===== src/rtl/sdac_pkg.sv =====
package sdac_pkg;
  typedef struct packed {
    logic cs_n;
    logic sclk;
    logic sdi;
  } pins_t;

  localparam pins_t PINS_IDLE = '{cs_n: 1'b1, sclk: 1'b0, sdi: 1'b0};
endpackage


===== src/rtl/sdac_sync.sv =====
module sdac_sync
  import sdac_pkg::*;
#(
  parameter int unsigned STAGES = 2
) (
  input  logic  clk_i,
  input  logic  rst_ni,
  input  pins_t d_i,
  output pins_t q_o
);
  pins_t stg_q [STAGES];

  for (genvar s = 0; s < STAGES; s++) begin : g_stage
    if (s == 0) begin : g_first
      always_ff @(posedge clk_i or negedge rst_ni) begin
        if (!rst_ni) stg_q[0] <= PINS_IDLE;
        else         stg_q[0] <= d_i;
      end
    end else begin : g_rest
      always_ff @(posedge clk_i or negedge rst_ni) begin
        if (!rst_ni) stg_q[s] <= PINS_IDLE;
        else         stg_q[s] <= stg_q[s-1];
      end
    end
  end

  assign q_o = stg_q[STAGES-1];
endmodule


===== src/rtl/sdac_serial_rx.sv =====
module sdac_serial_rx
  import sdac_pkg::*;
#(
  parameter int unsigned DATA_W = 14
) (
  input  logic              clk_i,
  input  logic              rst_ni,
  input  pins_t             pins_i,
  output logic              commit_o,
  output logic [DATA_W-1:0] word_o
);
  localparam int unsigned CNT_W = $clog2(DATA_W + 1);
  localparam logic [CNT_W-1:0] CNT_FULL = CNT_W'(DATA_W);

  pins_t             prev_q;
  logic [DATA_W-1:0] shift_q;
  logic [CNT_W-1:0]  cnt_q;
  logic              cs_rise, cs_fall, bit_take;

  assign cs_rise  = pins_i.cs_n & ~prev_q.cs_n;
  assign cs_fall  = ~pins_i.cs_n & prev_q.cs_n;
  assign bit_take = pins_i.sclk & ~prev_q.sclk & ~pins_i.cs_n;

  always_ff @(posedge clk_i or negedge rst_ni) begin
    if (!rst_ni) begin
      prev_q  <= PINS_IDLE;
      shift_q <= '0;
      cnt_q   <= '0;
    end else begin
      prev_q <= pins_i;
      if (cs_fall) begin
        cnt_q <= '0;
      end else if (bit_take) begin
        shift_q <= {shift_q[DATA_W-2:0], pins_i.sdi};
        // saturate: an overlong frame still counts as complete
        if (cnt_q != CNT_FULL) cnt_q <= cnt_q + 1'b1;
      end
    end
  end

  assign commit_o = cs_rise & (cnt_q == CNT_FULL);
  assign word_o   = shift_q;

  assert_shift_in_R2: assert property (@(posedge clk_i) disable iff (!rst_ni)
    (bit_take && !cs_fall) |=> shift_q[0] == $past(pins_i.sdi));

  assert_cnt_step_R3: assert property (@(posedge clk_i) disable iff (!rst_ni)
    (bit_take && !cs_fall && cnt_q != CNT_FULL) |=> cnt_q == $past(cnt_q) + 1'b1);

  assert_cnt_bound_R3: assert property (@(posedge clk_i) disable iff (!rst_ni)
    cnt_q <= CNT_FULL);

  assert_idle_hold_R2: assert property (@(posedge clk_i) disable iff (!rst_ni)
    (pins_i.cs_n && $past(pins_i.cs_n)) |=> $stable(shift_q));
endmodule


===== src/rtl/sdac_switch_decode.sv =====
module sdac_switch_decode #(
  parameter int unsigned DATA_W = 14,
  parameter int unsigned SEG_W  = 4,
  localparam int unsigned SEG_N    = (1 << SEG_W) - 1,
  localparam int unsigned LADDER_W = DATA_W - SEG_W
) (
  input  logic [DATA_W-1:0]   code_i,
  output logic [SEG_N-1:0]    seg_en_o,
  output logic [LADDER_W-1:0] ladder_sw_o
);
  logic [SEG_W-1:0] seg_code;

  assign seg_code    = code_i[DATA_W-1 -: SEG_W];
  assign ladder_sw_o = code_i[LADDER_W-1:0];

  for (genvar i = 0; i < SEG_N; i++) begin : g_seg
    assign seg_en_o[i] = seg_code > SEG_W'(i);
  end
endmodule


===== src/rtl/sdac_front_end.sv =====
module sdac_front_end
  import sdac_pkg::*;
#(
  parameter int unsigned DATA_W      = 14,
  parameter int unsigned SEG_W       = 4,
  parameter int unsigned SYNC_STAGES = 2,
  localparam int unsigned SEG_N    = (1 << SEG_W) - 1,
  localparam int unsigned LADDER_W = DATA_W - SEG_W
) (
  input  logic                clk_i,
  input  logic                rst_ni,
  input  logic                cs_ni,
  input  logic                sclk_i,
  input  logic                sdi_i,
  output logic [DATA_W-1:0]   code_o,
  output logic [SEG_N-1:0]    seg_en_o,
  output logic [LADDER_W-1:0] ladder_sw_o,
  output logic                load_o
);
  pins_t             pins_raw, pins_s;
  logic              commit;
  logic [DATA_W-1:0] word;
  logic [DATA_W-1:0] dac_q;
  logic              load_q;

  assign pins_raw = '{cs_n: cs_ni, sclk: sclk_i, sdi: sdi_i};

  sdac_sync #(.STAGES(SYNC_STAGES)) u_sync (
    .clk_i (clk_i),
    .rst_ni(rst_ni),
    .d_i   (pins_raw),
    .q_o   (pins_s)
  );

  sdac_serial_rx #(.DATA_W(DATA_W)) u_rx (
    .clk_i   (clk_i),
    .rst_ni  (rst_ni),
    .pins_i  (pins_s),
    .commit_o(commit),
    .word_o  (word)
  );

  always_ff @(posedge clk_i or negedge rst_ni) begin
    if (!rst_ni) begin
      dac_q  <= '0;
      load_q <= 1'b0;
    end else begin
      load_q <= commit;
      if (commit) dac_q <= word;
    end
  end

  sdac_switch_decode #(.DATA_W(DATA_W), .SEG_W(SEG_W)) u_dec (
    .code_i     (dac_q),
    .seg_en_o   (seg_en_o),
    .ladder_sw_o(ladder_sw_o)
  );

  assign code_o = dac_q;
  assign load_o = load_q;

  assert_code_hold_R8: assert property (@(posedge clk_i) disable iff (!rst_ni)
    (code_o != $past(code_o)) |-> load_o);

  assert_load_pulse_R8: assert property (@(posedge clk_i) disable iff (!rst_ni)
    load_o |=> !load_o);

  assert_seg_count_R5: assert property (@(posedge clk_i) disable iff (!rst_ni)
    $countones(seg_en_o) == 32'(code_o[DATA_W-1 -: SEG_W]));

  assert_seg_contig_R5: assert property (@(posedge clk_i) disable iff (!rst_ni)
    ((seg_en_o + SEG_N'(1)) & seg_en_o) == '0);

  assert_reset_zero_R1: assert property (@(posedge clk_i)
    !rst_ni |-> (code_o == '0 && !load_o));
endmodule


===== config.mk =====
export PLATFORM = sky130hd
export DESIGN_NAME = sdac_front_end
export DESIGN_NICKNAME = d
export VERILOG_FILES = /design/src/rtl/sdac_pkg.sv /design/src/rtl/sdac_sync.sv /design/src/rtl/sdac_serial_rx.sv /design/src/rtl/sdac_switch_decode.sv /design/src/rtl/sdac_front_end.sv
export SDC_FILE = /design/constraint.sdc
export NUM_CORES = 1
export LEC_CHECK = 0
export BUFFER_PORTS_ARGS = -buffer_cell sky130_fd_sc_hd__buf_4
export CAP_MARGIN = 20
export CORE_MARGIN = 4
export CORE_UTILIZATION = 35
export DETAILED_ROUTE_END_ITERATION = 12
export PLACE_DENSITY_LB_ADDON = 0.25
export SLEW_MARGIN = 20
export SYNTH_ARGS = -nofsm -noshare
export SYNTH_HDL_FRONTEND = slang
export SYNTH_SLANG_ARGS = --single-unit

===== constraint.sdc =====
create_clock -name clk_i -period 5.2 [get_ports clk_i]
set_input_delay 0.52 -clock clk_i [delete_from_list [all_inputs] [get_ports clk_i]]
set_output_delay 0.52 -clock clk_i [all_outputs]
set_load 0.01 [all_outputs]

# ---- Word level (Yosys, flattened, before mapping)
# Index checks and enable logic that the tools add are counted.
dict set report word_totals {
  regBits 41
  inputBits 5
  out_inout_bits 40
  elab_cells 46
}
dict set report classes {
  n_addsub 1
  order_cmp 15
  n_eq_ne 2
  muxes 3
  bitwise_logic 9
  reduce_logical 4
}
# op count
set op_table {}
lappend op_table {{> comparator 4 bit (second input constant)} 7}
lappend op_table {{> comparator 4 x 3 -> 1 bit (second input constant)} 4}
lappend op_table {{2-to-1 mux 4 bit} 3}
lappend op_table {{> comparator 4 x 1 -> 1 bit (second input constant)} 2}
lappend op_table {{> comparator 4 x 2 -> 1 bit (second input constant)} 2}
lappend op_table {{bitwise AND 1 bit} 5}
lappend op_table {{adder 4 x 1 -> 4 bit (second input constant)} 1}
lappend op_table {{== test 4 bit (second input constant)} 1}
lappend op_table {{!= test 4 bit (second input constant)} 1}
lappend op_table {{inverter 1 bit} 4}
lappend op_table {{AND reduction 2 bit} 2}
lappend op_table {{nonzero test 2 bit} 2}

# ---- Logic depth before layout (Yosys ltp)
# Gate-level depths: netlist of the first run.
dict set report depth {
  word_depth 5
  depth_mapped 6
  mapped_depth_nobuf 5
}

# ---- Modules after synthesis
# A second synthesis of the first run with hierarchy kept.
dict set report unflattened {
  hier_cells 130
  area_unflattened_um2 1825.5
}
# module n_inst cells_each area_each_um2 seq_area_each_um2
set modules_own_cells {}
lappend modules_own_cells {sdac_serial_rx 1 57 890.9 501.7}
lappend modules_own_cells {sdac_front_end 1 30 544.3 375.4}
lappend modules_own_cells {sdac_switch_decode 1 34 215.2 0.0}
lappend modules_own_cells {sdac_sync 1 9 175.2 152.6}

# ---- Worst setup path after synthesis of the first run
# No wires, ideal clock.
dict set report synth_timing {
  path_type {flip-flop to flip-flop}
  startpoint {register u_rx.cnt_q[0]}
  endpoint {register dac_q[0], in the netlist code_o[0]}
  setup_time_ns 0.125
  t_arrival_ns 1.600
  required_time_ns 5.075
  path_slack_ns 3.475
  path_stages_with_launch 7
  path_buffers 1
  period_less_slack_ns 1.725
  cell_sequence {dfrtp_1 inv_1 ha_1 nand3_4 nor3b_4 buf_12 mux2_4}
}
dict set report synth_between {
  elab_chain_cells 2
}
# item line
set synth_rtl {}
lappend synth_rtl {{start, declared} sdac_serial_rx.sv:17} ;# logic [CNT_W-1:0] cnt_q;
lappend synth_rtl {{start signal, assigned} sdac_serial_rx.sv:36} ;# if (cnt_q != CNT_FULL) cnt_q <= cnt_q + 1'b1;
lappend synth_rtl {{== test 4 bit} sdac_serial_rx.sv:41} ;# assign commit_o = cs_rise & (cnt_q == CNT_FULL);
lappend synth_rtl {{bitwise AND 1 bit} sdac_serial_rx.sv:41}
lappend synth_rtl {{named net commit} sdac_front_end.sv:21} ;# logic commit;
lappend synth_rtl {{end signal, assigned} sdac_front_end.sv:49} ;# if (commit) dac_q <= word;
lappend synth_rtl {{end, declared} sdac_front_end.sv:23} ;# logic [DATA_W-1:0] dac_q;
# The timed path passes the listed nets, and every way through them passes these cells.
# A chain may end at the register's enable or synchronous reset.

# ---- Worst setup path after layout of the first run
dict set report layout_timing {
  startpoint {register u_rx.cnt_q[0]}
  endpoint {register dac_q[7], in the netlist code_o[7]}
}
dict set report layout_between {
  elab_chain_cells 2
}
# item line
set layout_rtl {}
lappend layout_rtl {{== test 4 bit} sdac_serial_rx.sv:41}
lappend layout_rtl {{bitwise AND 1 bit} sdac_serial_rx.sv:41}
# No other way between the ends.

==> summary.txt, run 1 <==
STA
  – Worst hold slack: 0.1907 ns
  – Worst-margin pin slew: 0.9356 ns
  – Final setup TNS: 0 ns
  – Tmin final: 2.201 ns
  – Clock skew: 0.008474 ns
  – Fin crit share: 42.33%
  – Slew Limit Fails: 0
  – RSZ-0062 raised after global routing: false
  – Worst setup margin: 2.999 ns
  – Setup violators final: 0
  – Slew HR: 37.56%
  – Max Fclk: 454.3 MHz
  – Final hold vios: 0

Synthesis
  – Cells after Synth: 127
  – Synth Cell Area: 1873 um^2
  – Post-synth top area share: 50.77%
  – Avg Synthesized Cell Area: 14.75 um^2
  – Syn_nets: 134
  – Post-synthesis register bit count: 41
  – Number of synthesized flops with an enable pin: 0
  – Cell variety after synth: 32
  – Commonest cells in the synthesized netlist: 38 x dfrtp_1, 19 x mux2_4, 10 x buf_4
  – Dominant cell by count in the synthesized netlist: dfrtp_1
  – Post-synthesis sequential area ratio: 54.98%
  – Predominant post-synthesis flop cell: dfrtp_1
  – Yosys warnings: 0
  – Cell taking the most area after synthesis: dfrtp_1
  – Async set-reset flop share out of synthesis: 100.0%
  – Synth area leaders: dfrtp_1 51%, mux2_4 15%, mux2_2 5.4%, dfstp_2 4.2%, buf_4 4.0%

Detailed routing
  – Vias post-DR: 1,053
  – Residual DRC: 0
  – TritonRoute pass-1 iters: 3
  – Post-Route WL: 3045 um
  – Vias per cell: 4.539
  – Routed Antenna Nets: 0
  – Initial DRC count: 31
  – Avg WL per Cell: 13.13 um

CTS
  – CTS tree: done
  – H-tree depth: 2
  – CTS root buf: clkbuf_8
  – CTS clock-pin slew for the worst setup and hold paths: 0.07 ns
  – Clock sink count: 41
  – Clock Latency Late Sink: 0.29 ns
  – Clock Tree Buf Depth: 2
  – # resized after CTS: 0
  – # hold bufs at CTS: 0
  – Post-CTS setup buffer count: 0
  – CTS buffer count: 5

Global routing
  – Initial antenna violation count: 0
  – First-pass GRT wire length: 5119 um
  – Vias in the first global route: 1,061
  – Total track usage: 10.28%
  – Gr ovfl total: 0
  – Largest net degree at the start of global routing: 42

Power and ir drop
  – Sw Ratio: 23.43%
  – Sequential Power Share: 59.4%
  – Max rail drop VDD: 0.1725 mV
  – Clock power share: 34.0%
  – Total power per unit cell area: 270.3 nW/um^2
  – Gate power share: 6.6%
  – Power Total: 0.5990 mW
  – Static leakage: 1.148 nW
  – Int Power: 0.4587 mW
  – Switching power: 0.1403 mW

Layout
  – Cell Count, Final, Fillers Out: 232
  – Ant diodes: 0
  – Fillers: 492
  – Multi-input gate area: 661.9 um^2
  – Synth-to-layout area growth: 18.30%
  – Share of cells above drive strength 1: 56.17%
  – Layout Nets: 168
  – FF/Latch Area: 1030 um^2

Die
  – Core region area: 5140 um^2
  – Die Width: 81.16 um
  – Die ar.: 6586 um^2
  – Initial core utilization: 36.44%
  – Standard-cell row count: 26
  – Die H: 81.16 um
  – # IOs: 45

Placed design
  – GPL Wtd Cong: 0.6574
  – I/O Buffers: 44
  – Pre-CTS WS: 2.978 ns
  – Inst Count DP: 224
  – DP HPWL: 2140 um

Critical path
  – CP Max Fanout: 15
  – Reg2reg start: u_rx.cnt_q[0]
  – Worst reg2reg path depth: 5
  – Worst path required time: 5.38 ns
  – Reg2reg setup slack: 3.00 ns
  – Worst r2r dst: code_o[7]
  – Setup crit end kind: flip-flop
  – Critical path type: flip-flop to flip-flop
  – WP data arrival: 2.38 ns
  – Critical path launch point type: flip-flop

Run status
  – Outcome: completed

Hold path
  – HP Class: input port to asynchronous set/reset pin

Run
  – Max-Cap Viols: 0
## layout make-up
| class | instances | area share (%) |
|---|---|---|
| Sequential cell | 41 | 46.47 |
| Multi-Input combinational cell | 65 | 29.87 |
| Timing Repair Buffer | 44 | 14.91 |
| Tap cell | 70 | 3.953 |
| Clock buffer | 5 | 3.106 |
| Clock inverter | 3 | 1.016 |
| Inverter | 4 | 0.6776 |
## cells by family after synthesis
logic type	Yosys count	synth area share, %
AOI/OAI and AO/OA	13	5.210
adders and majority gates	2	1.336
buffers and inverters	21	9.685
DFF	41	54.98
muxes	28	20.64
and+or+nand+nor	22	8.150
## cell usage in the layout (no fill, tap or decap)
| master | Yosys | routed |
|---|---|---|
| buf_4 | 10 | 44 |
| a31o_2 | 1 | 1 |
| a21o_1 | 1 | 1 |
| nor3b_4 | 2 | 2 |
| a21o_2 | 1 | 1 |
| or3_1 | 1 | 1 |
| nand2_1 | 4 | 4 |
| nand2b_1 | 1 | 1 |
| nor2b_1 | 2 | 2 |
| and3_1 | 1 | 1 |
| a41o_2 | 1 | 1 |
| o31a_1 | 1 | 1 |
| dfrtp_1 | 38 | 38 |
| nor3_1 | 1 | 1 |
| nand3_1 | 1 | 1 |
| a21oi_1 | 3 | 3 |
| ha_1 | 2 | 2 |
| nor2_1 | 5 | 5 |
| clkinv_4 | 0 | 2 |
| dfstp_2 | 3 | 3 |
| o21ai_0 | 1 | 1 |
| clkbuf_8 | 1 | 5 |
| and2b_1 | 1 | 1 |
| and3_2 | 2 | 2 |
| a311oi_1 | 2 | 2 |
| nand3_4 | 1 | 1 |
| clkinv_2 | 0 | 1 |
| mux2_2 | 9 | 9 |
| o21a_1 | 2 | 2 |
| inv_1 | 4 | 4 |
| mux2_4 | 19 | 19 |
## power by group through the flow
stage / registers, mW / clock network [mW] / logic [mW]
finish: 0.356 / 0.204 / 0.0394
global route: 0.359 / 0.229 / 0.0439
CTS: 0.356 / 0.216 / 0.0407
detailed placement: 0.362 / 0 / 0.0405
global placement: 0.360 / 0 / 0.0389
floorplan: 0.357 / 0 / 0.0302
## state kept, by name (all words and copies together) (netlist names)
signal and cells:
code_o 14, load_o 1, u_rx.cnt_q 4, u_rx.prev_q 2, u_rx.word_o 14, u_sync.q_o 3, u_sync.stg_q 3
## through the flow
| step | area, um^2 | utilization, % |
|---|---|---|
| floorplan | 1873 | - |
| global placement | 2125 | 41.33 |
| detailed placement | 2125 | 41.33 |
| CTS | 2216 | 43.11 |
| global route | 2216 | 43.11 |
| finish | 2216 | 43.11 |
## worst max-delay path, cell delays in order, from the launching register on
cell     delay (ns)
dfrtp_1        0.40
inv_1          0.10
ha_1           0.23
nand3_4        0.13
nor3b_4        0.81
mux2_2         0.41
## metal layers
layer	track usage [%]	vias up	routed length, um
met5	0	-	0
met2	16.58	41	1419
met3	3.437	6	233
met1	12.46	514	1337
li1	-	492	-
met4	4.561	0	55
## worst max-delay path by stage
stage | start | to | slack (ns) | cells past startpoint
floorplan | u_rx.cnt_q[0] | code_o[0] | 3.47 | 6
global placement | u_rx.cnt_q[0] | code_o[6] | 3.09 | 5
detailed placement | u_rx.cnt_q[0] | code_o[7] | 2.98 | 5
CTS | u_rx.cnt_q[0] | code_o[7] | 2.95 | 5
global route | u_rx.cnt_q[0] | code_o[4] | 2.84 | 5
finish | u_rx.cnt_q[0] | code_o[7] | 3.00 | 5
Power figures use the tool's default switching activity.
==> run 2: changes to the inputs <==
- clock period: 5.2 -> 2.3 ns (I/O delays scaled with it)
==> run 2 against run 1 <==
Cell count increased by 1.7%; global-route usage hardly changed; via count up 3.5%; combinational power grew 130%; die area did not move; clock skew fell by 0.0065 ns; sequential power grew 130%; register-to-register slack got worse by 2.5 ns; count of clock-buffer cells in the layout up 3; worst hold slack got worse by 0.14 ns; non-clock buffer count is 4 higher; sequential cell count stayed put; critical endpoint unchanged; largest power group unchanged; highest routed layer unchanged.
==> summary.txt, run 2 (synthesis gave the netlist of run 1 again) <==
Detailed routing
  – Vias post-DR: 1,090 (+3.5%)
  – Vias per cell: 4.619 (+1.8%)
  – Avg WL per Cell: 13.05 um (-0.56%)
  – Initial DRC count: 15 (-52%)
  – Post-Route WL: 3080 um (+1.1%)
  – Routed Antenna Nets: 0 (unchanged)
  – Residual DRC: 0 (unchanged)
  – TritonRoute pass-1 iters: 3 (unchanged)

Placed design
  – I/O Buffers: 44 (unchanged)
  – Inst Count DP: 227 (+1.3%)
  – DP HPWL: 2206 um (+3.1%)
  – GPL Wtd Cong: 0.6471 (-1.6%)

Critical path
  – Setup crit end kind: flip-flop
  – Worst path required time: 2.47 ns (-2.91 ns)
  – CP Max Fanout: 9 (-6)
  – Critical path launch point type: flip-flop
  – Slowest cell on the critical path: dfrtp_1
  – Critical path type: flip-flop to flip-flop
  – Crit-path leading delay family: flip-flops
  – CP Cell Sequence: inv_1, ha_1, nand3_4, nor3b_4, buf_4, mux2_2
  – CP peak stage delay: 0.39 ns (-0.42 ns)
  – Bufs and invs on worst path: 2 (+1)
  – WP data arrival: 1.95 ns (-0.43 ns)

Die
  – Initial core utilization: 36.44% (unchanged)
  – Standard-cell row count: 26 (unchanged)
  – Die ar.: 6586 um^2 (unchanged)
  – # IOs: 45 (unchanged)
  – Core region area: 5140 um^2 (unchanged)
  – Die H: 81.16 um (unchanged)
  – Die Width: 81.16 um (unchanged)

Global routing
  – Largest net degree at the start of global routing: 42 (unchanged)
  – Vias in the first global route: 1,116 (+5.2%)
  – First-pass GRT wire length: 5168 um (+0.96%)
  – Total track usage: 10.31% (+0.031 points)
  – Initial antenna violation count: 0 (unchanged)
  – Gr ovfl total: 0 (unchanged)

CTS
  – CTS buffer count: 5 (unchanged)
  – CTS tree: done
  – # resized after CTS: 0 (unchanged)
  – Clock sink count: 41 (unchanged)
  – CTS clock-pin slew for the worst setup and hold paths: 0.07 ns (about the same)
  – CTS root buf: clkbuf_8
  – Post-CTS setup buffer count: 0 (unchanged)
  – H-tree depth: 2 (unchanged)
  – Clock Latency Late Sink: 0.28 ns (about the same)
  – Clock Tree Buf Depth: 2 (unchanged)
  – # hold bufs at CTS: 1 (+1)

STA
  – Setup violators final: 0 (unchanged)
  – Fin crit share: 77.37% (+35 points)
  – Slew HR: 66.45% (+29 points)
  – RSZ-0062 raised after global routing: false
  – Worst hold slack: 0.04944 ns (-0.1413 ns)
  – Worst-margin pin slew: 0.5033 ns (-0.4324 ns)
  – Max Fclk: 562.0 MHz (+24%)
  – Slew Limit Fails: 0 (unchanged)
  – Final setup TNS: 0 ns (unchanged)
  – Clock skew: 0.001958 ns (-0.006515 ns)
  – Final hold vios: 0 (unchanged)
  – Tmin final: 1.779 ns (-0.4217 ns)

Layout
  – Most frequent cells in the layout: 47 x buf_4, 38 x dfrtp_1, 19 x mux2_4, 9 x mux2_2
  – Commonest non-fill, non-tap cell in the layout: buf_4
  – Ant diodes: 0 (unchanged)
  – Cell Count, Final, Fillers Out: 236 (+1.7%)
  – Synth-to-layout area growth: 19.44%
  – Share of cells above drive strength 1: 54.82% (-1.4 points)
  – Layout Nets: 172 (+2.4%)

Power and ir drop
  – Static leakage: 1.160 nW (+1.0%)
  – Total power per unit cell area: 595.3 nW/um^2 (+120%)
  – Power Total: 1.332 mW (+120%)
  – Max rail drop VDD: 0.2763 mV (+60%)

Hold path
  – HP Class: input port to flip-flop

Run status
  – Outcome: completed

Run
  – Max-Cap Viols: 0 (unchanged)
[run 2: final timing paths]
path | startpoint | to | slack, ns | depth (start not counted)
max | u_rx.cnt_q[0] | code_o[7] | 0.52 | 6
min | sdi_i | u_sync.stg_q[3] | 0.05 | 1
max reg2reg | u_rx.cnt_q[0] | code_o[7] | 0.52 | 6
min reg2reg | u_sync.stg_q[3] | u_sync.q_o[0] | 0.35 | 0
max in group asynchronous | rst_ni | u_rx.prev_q[2] | 1.49 | 2
min in group asynchronous | rst_ni | u_rx.cnt_q[3] | 0.45 | 2
[run 2: where the power goes]
group          internal, mW  switching [mW]
combinational        0.0559          0.0359
sequential            0.769          0.0375
clock                 0.215           0.218
[run 2: layer usage]
metal	global-route usage [%]	vias to the layer above	wire length [um]
met5	0	-	0
met4	4.561	0	57
met3	3.437	6	266
met2	16.75	41	1449
met1	12.41	543	1307
li1	-	500	-
[run 2: cell type report]
class                   count  area [um^2]
flip-flops and latches     41         1030
inverters                   4        15.01
multi-input cells          65        661.9
clock buffers               8        80.08
fillers                   490         2903
repair buffers             48        362.8
well taps                  70        87.58
[run 2: stage by stage]
step / util, % / area, um^2 / setup slack [ns]
finish: 43.52 / 2237 / 0.5205
global route: 43.52 / 2237 / 0.3931
CTS: 43.52 / 2237 / 0.5135
detailed placement: 41.77 / 2147 / 0.5228
global placement: 41.77 / 2147 / 0.5757
floorplan: - / 1873 / 0.5747
[run 2: worst register-to-register path, stage by stage, from the launching register on]
cell,delay [ns]
dfrtp_1,0.39
inv_1,0.10
ha_1,0.22
nand3_4,0.14
nor3b_4,0.24
buf_4,0.23
mux2_2,0.35
==> run 3: changes to the inputs <==
- clock period: 2.3 -> 1.4 ns (I/O delays scaled with it)
==> run 3 against run 2 <==
The run now ends with negative setup slack left; register-to-register slack worse by 0.68 ns; sequential cell count is the same; highest routed layer unchanged; sequential power is 64% higher; via count grew 5.9%; clock skew increased by 0.0033 ns.
==> summary.txt, run 3 (synthesis gave the netlist of run 1 again) <==
Layout
  – Most frequent cells in the layout: 54 x buf_4, 34 x dfrtp_1, 24 x mux2_4, 5 x clkbuf_8, 5 x buf_6
  – Multi-input gate area: 723.2 um^2 (+9.3%)
  – Commonest non-fill, non-tap cell in the layout: buf_4
  – Layout Nets: 190 (+10%)
  – Fin util: 49.90% (+6.4 points)
  – Synth-to-layout area growth: 36.94%
  – FF/Latch Area: 1035 um^2 (+0.49%)
  – Fillers: 465 (-5.1%)
  – Ant diodes: 0 (unchanged)
  – Share of cells above drive strength 1: 66.85% (+12 points)

Critical path
  – Critical path type: flip-flop to flip-flop
  – CP peak stage delay: 0.39 ns (about the same)
  – CP Cell Sequence: inv_2, ha_4, nand3_4, nor3b_4, buf_12, mux2_2
  – Crit-path leading delay family: flip-flops
  – Slowest cell on the critical path: dfrtp_1
  – CP Max Fanout: 15 (+6)
  – Bufs and invs on worst path: 2 (unchanged)
  – WP data arrival: 1.74 ns (-0.21 ns)
  – Setup crit end kind: flip-flop
  – Critical path launch point type: flip-flop
  – Worst path required time: 1.58 ns (-0.89 ns)

STA
  – RSZ-0062 raised after global routing: true
  – Worst setup margin: -0.1564 ns (-0.6769 ns)
  – Final setup TNS: -2.018 ns (-2.018 ns)
  – Worst-margin pin slew: 0.5005 ns (-0.002780 ns)
  – Clock skew: 0.005263 ns (+0.003304 ns)
  – Slew Limit Fails: 0 (unchanged)
  – Tmin final: 1.556 ns (-0.2231 ns)
  – Slew HR: 66.63% (+0.19 points)
  – Fin crit share: 111.2% (+34 points)
  – Final hold vios: 0 (unchanged)
  – Setup violators final: 28 (+28)
  – Max Fclk: 642.5 MHz (+14%)

Detailed routing
  – Routed Antenna Nets: 0 (unchanged)
  – Avg WL per Cell: 13.02 um (-0.27%)
  – Post-Route WL: 3306 um (+7.3%)
  – TritonRoute pass-1 iters: 4 (+1)
  – Vias per cell: 4.543 (-1.6%)
  – Vias post-DR: 1,154 (+5.9%)
  – Residual DRC: 0 (unchanged)
  – Initial DRC count: 28 (+13)

Power and ir drop
  – Max rail drop VDD: 0.7654 mV (+180%)
  – Gate power share: 7.7% (+0.8 points)
  – Clock power share: 42.7% (+10 points)
  – Switching power: 0.5532 mW (+90%)
  – Sw Ratio: 20.74% (-1.2 points)
  – Total power per unit cell area: 1040 nW/um^2 (+75%)
  – Int Power: 2.114 mW (+100%)
  – Sequential Power Share: 49.5% (-11 points)
  – Static leakage: 1.301 nW (+12%)

Die
  – Initial core utilization: 36.44% (unchanged)
  – Die ar.: 6586 um^2 (unchanged)
  – Core region area: 5140 um^2 (unchanged)
  – Die H: 81.16 um (unchanged)
  – Die Width: 81.16 um (unchanged)
  – Standard-cell row count: 26 (unchanged)
  – # IOs: 45 (unchanged)

CTS
  – CTS buffer count: 5 (unchanged)
  – H-tree depth: 2 (unchanged)
  – Clock Latency Late Sink: 0.30 ns (+0.02 ns)
  – CTS clock-pin slew for the worst setup and hold paths: 0.08 ns (about the same)
  – CTS tree: done
  – Clock Tree Buf Depth: 2 (unchanged)
  – CTS root buf: clkbuf_8
  – Clock sink count: 41 (unchanged)

Hold path
  – HP Class: input port to asynchronous set/reset pin

Placed design
  – Pre-CTS WS: -0.1656 ns (-0.6883 ns)
  – GPL Wtd Cong: 0.6738 (+4.1%)
  – I/O Buffers: 44 (unchanged)
  – DP HPWL: 2188 um (-0.84%)

Global routing
  – Vias in the first global route: 1,174 (+5.2%)
  – Total track usage: 11.24% (+0.93 points)
  – First-pass GRT wire length: 5561 um (+7.6%)
  – Initial antenna violation count: 0 (unchanged)
  – Largest net degree at the start of global routing: 42 (unchanged)
  – Gr ovfl total: 0 (unchanged)

Run status
  – Outcome: complete, but fails checks
  – Failing checks: negative setup slack

Run
  – Max-Cap Viols: 0 (unchanged)
-- run 3: cell count changes in the layout (fill, tap and decap cells not counted), moves of 3 or more --
cell	change
clkbuf_1	-3
dfrtp_2	+4
dlygate4sd3_1	+3
dfrtp_1	-4
mux2_2	-5
buf_6	+5
nor2_1	-3
buf_4	+7
mux2_4	+5
-- run 3: path summary, 6_finish.rpt --
check	depth (start not counted)	end	slack, ns	start
max	6	code_o[6]	-0.16	u_rx.cnt_q[0]
min	2	code_o[7]	0.35	rst_ni
max reg2reg	6	code_o[6]	-0.16	u_rx.cnt_q[0]
min reg2reg	0	u_sync.q_o[1]	0.35	u_sync.stg_q[4]
max in group asynchronous	2	code_o[13]	0.68	rst_ni
min in group clk_i	0	u_sync.q_o[1]	0.35	u_sync.stg_q[4]
-- run 3: worst register-to-register path: stages, from the launching register on --
cell     delay (ns)
dfrtp_1        0.39
inv_2          0.08
ha_4           0.14
nand3_4        0.08
nor3b_4        0.21
buf_12         0.19
mux2_2         0.34
-- run 3: per-stage QoR --
step	hold slack [ns]	std cells	power (mW)	cell area [um^2]
floorplan	-0.1556	127	1.444	1886
global route	0.3662	254	2.786	2565
finish	0.3506	254	2.667	2565
global placement	0.1391	232	1.513	2222
CTS	0.3540	250	2.697	2470
detailed placement	0.1491	232	1.525	2222
-- run 3: what timing repair did --
item | in CTS | in global routing
resized for setup | 6 | 24
gates cloned | 1 | 0
buffers inserted | 5 | 4
endpoints found under the hold margin | 41 | 0
endpoints found under the setup margin | 21 | 38
hold buffers | 4 | 0
pin swaps | 0 | 3
-- run 3: layout make-up --
class,count,share of cell area (%)
clock buffers,5,2.683
clock inverters,3,2.683
inverters,4,0.5854
multi-input cells,65,28.20
flip-flops and latches,41,40.34
well taps,70,3.415
repair buffers,66,22.10
-- run 3: power by group through the flow --
stage	Combinational, mW	Clock (mW)	Sequential [mW]
2_1_floorplan	0.117	0	1.33
3_3_place_gp	0.172	0	1.34
3_5_place_dp	0.182	0	1.34
4_1_cts	0.197	1.18	1.32
5_1_grt	0.232	1.22	1.34
6_report	0.207	1.14	1.32
-- run 3: per-layer routing --
layer / up-vias / wire length, um / global-route usage [%]
met5: - / 0 / 0
li1: 547 / - / -
met3: 8 / 240 / 3.437
met4: 0 / 74 / 6.081
met2: 47 / 1545 / 17.98
met1: 552 / 1445 / 13.51
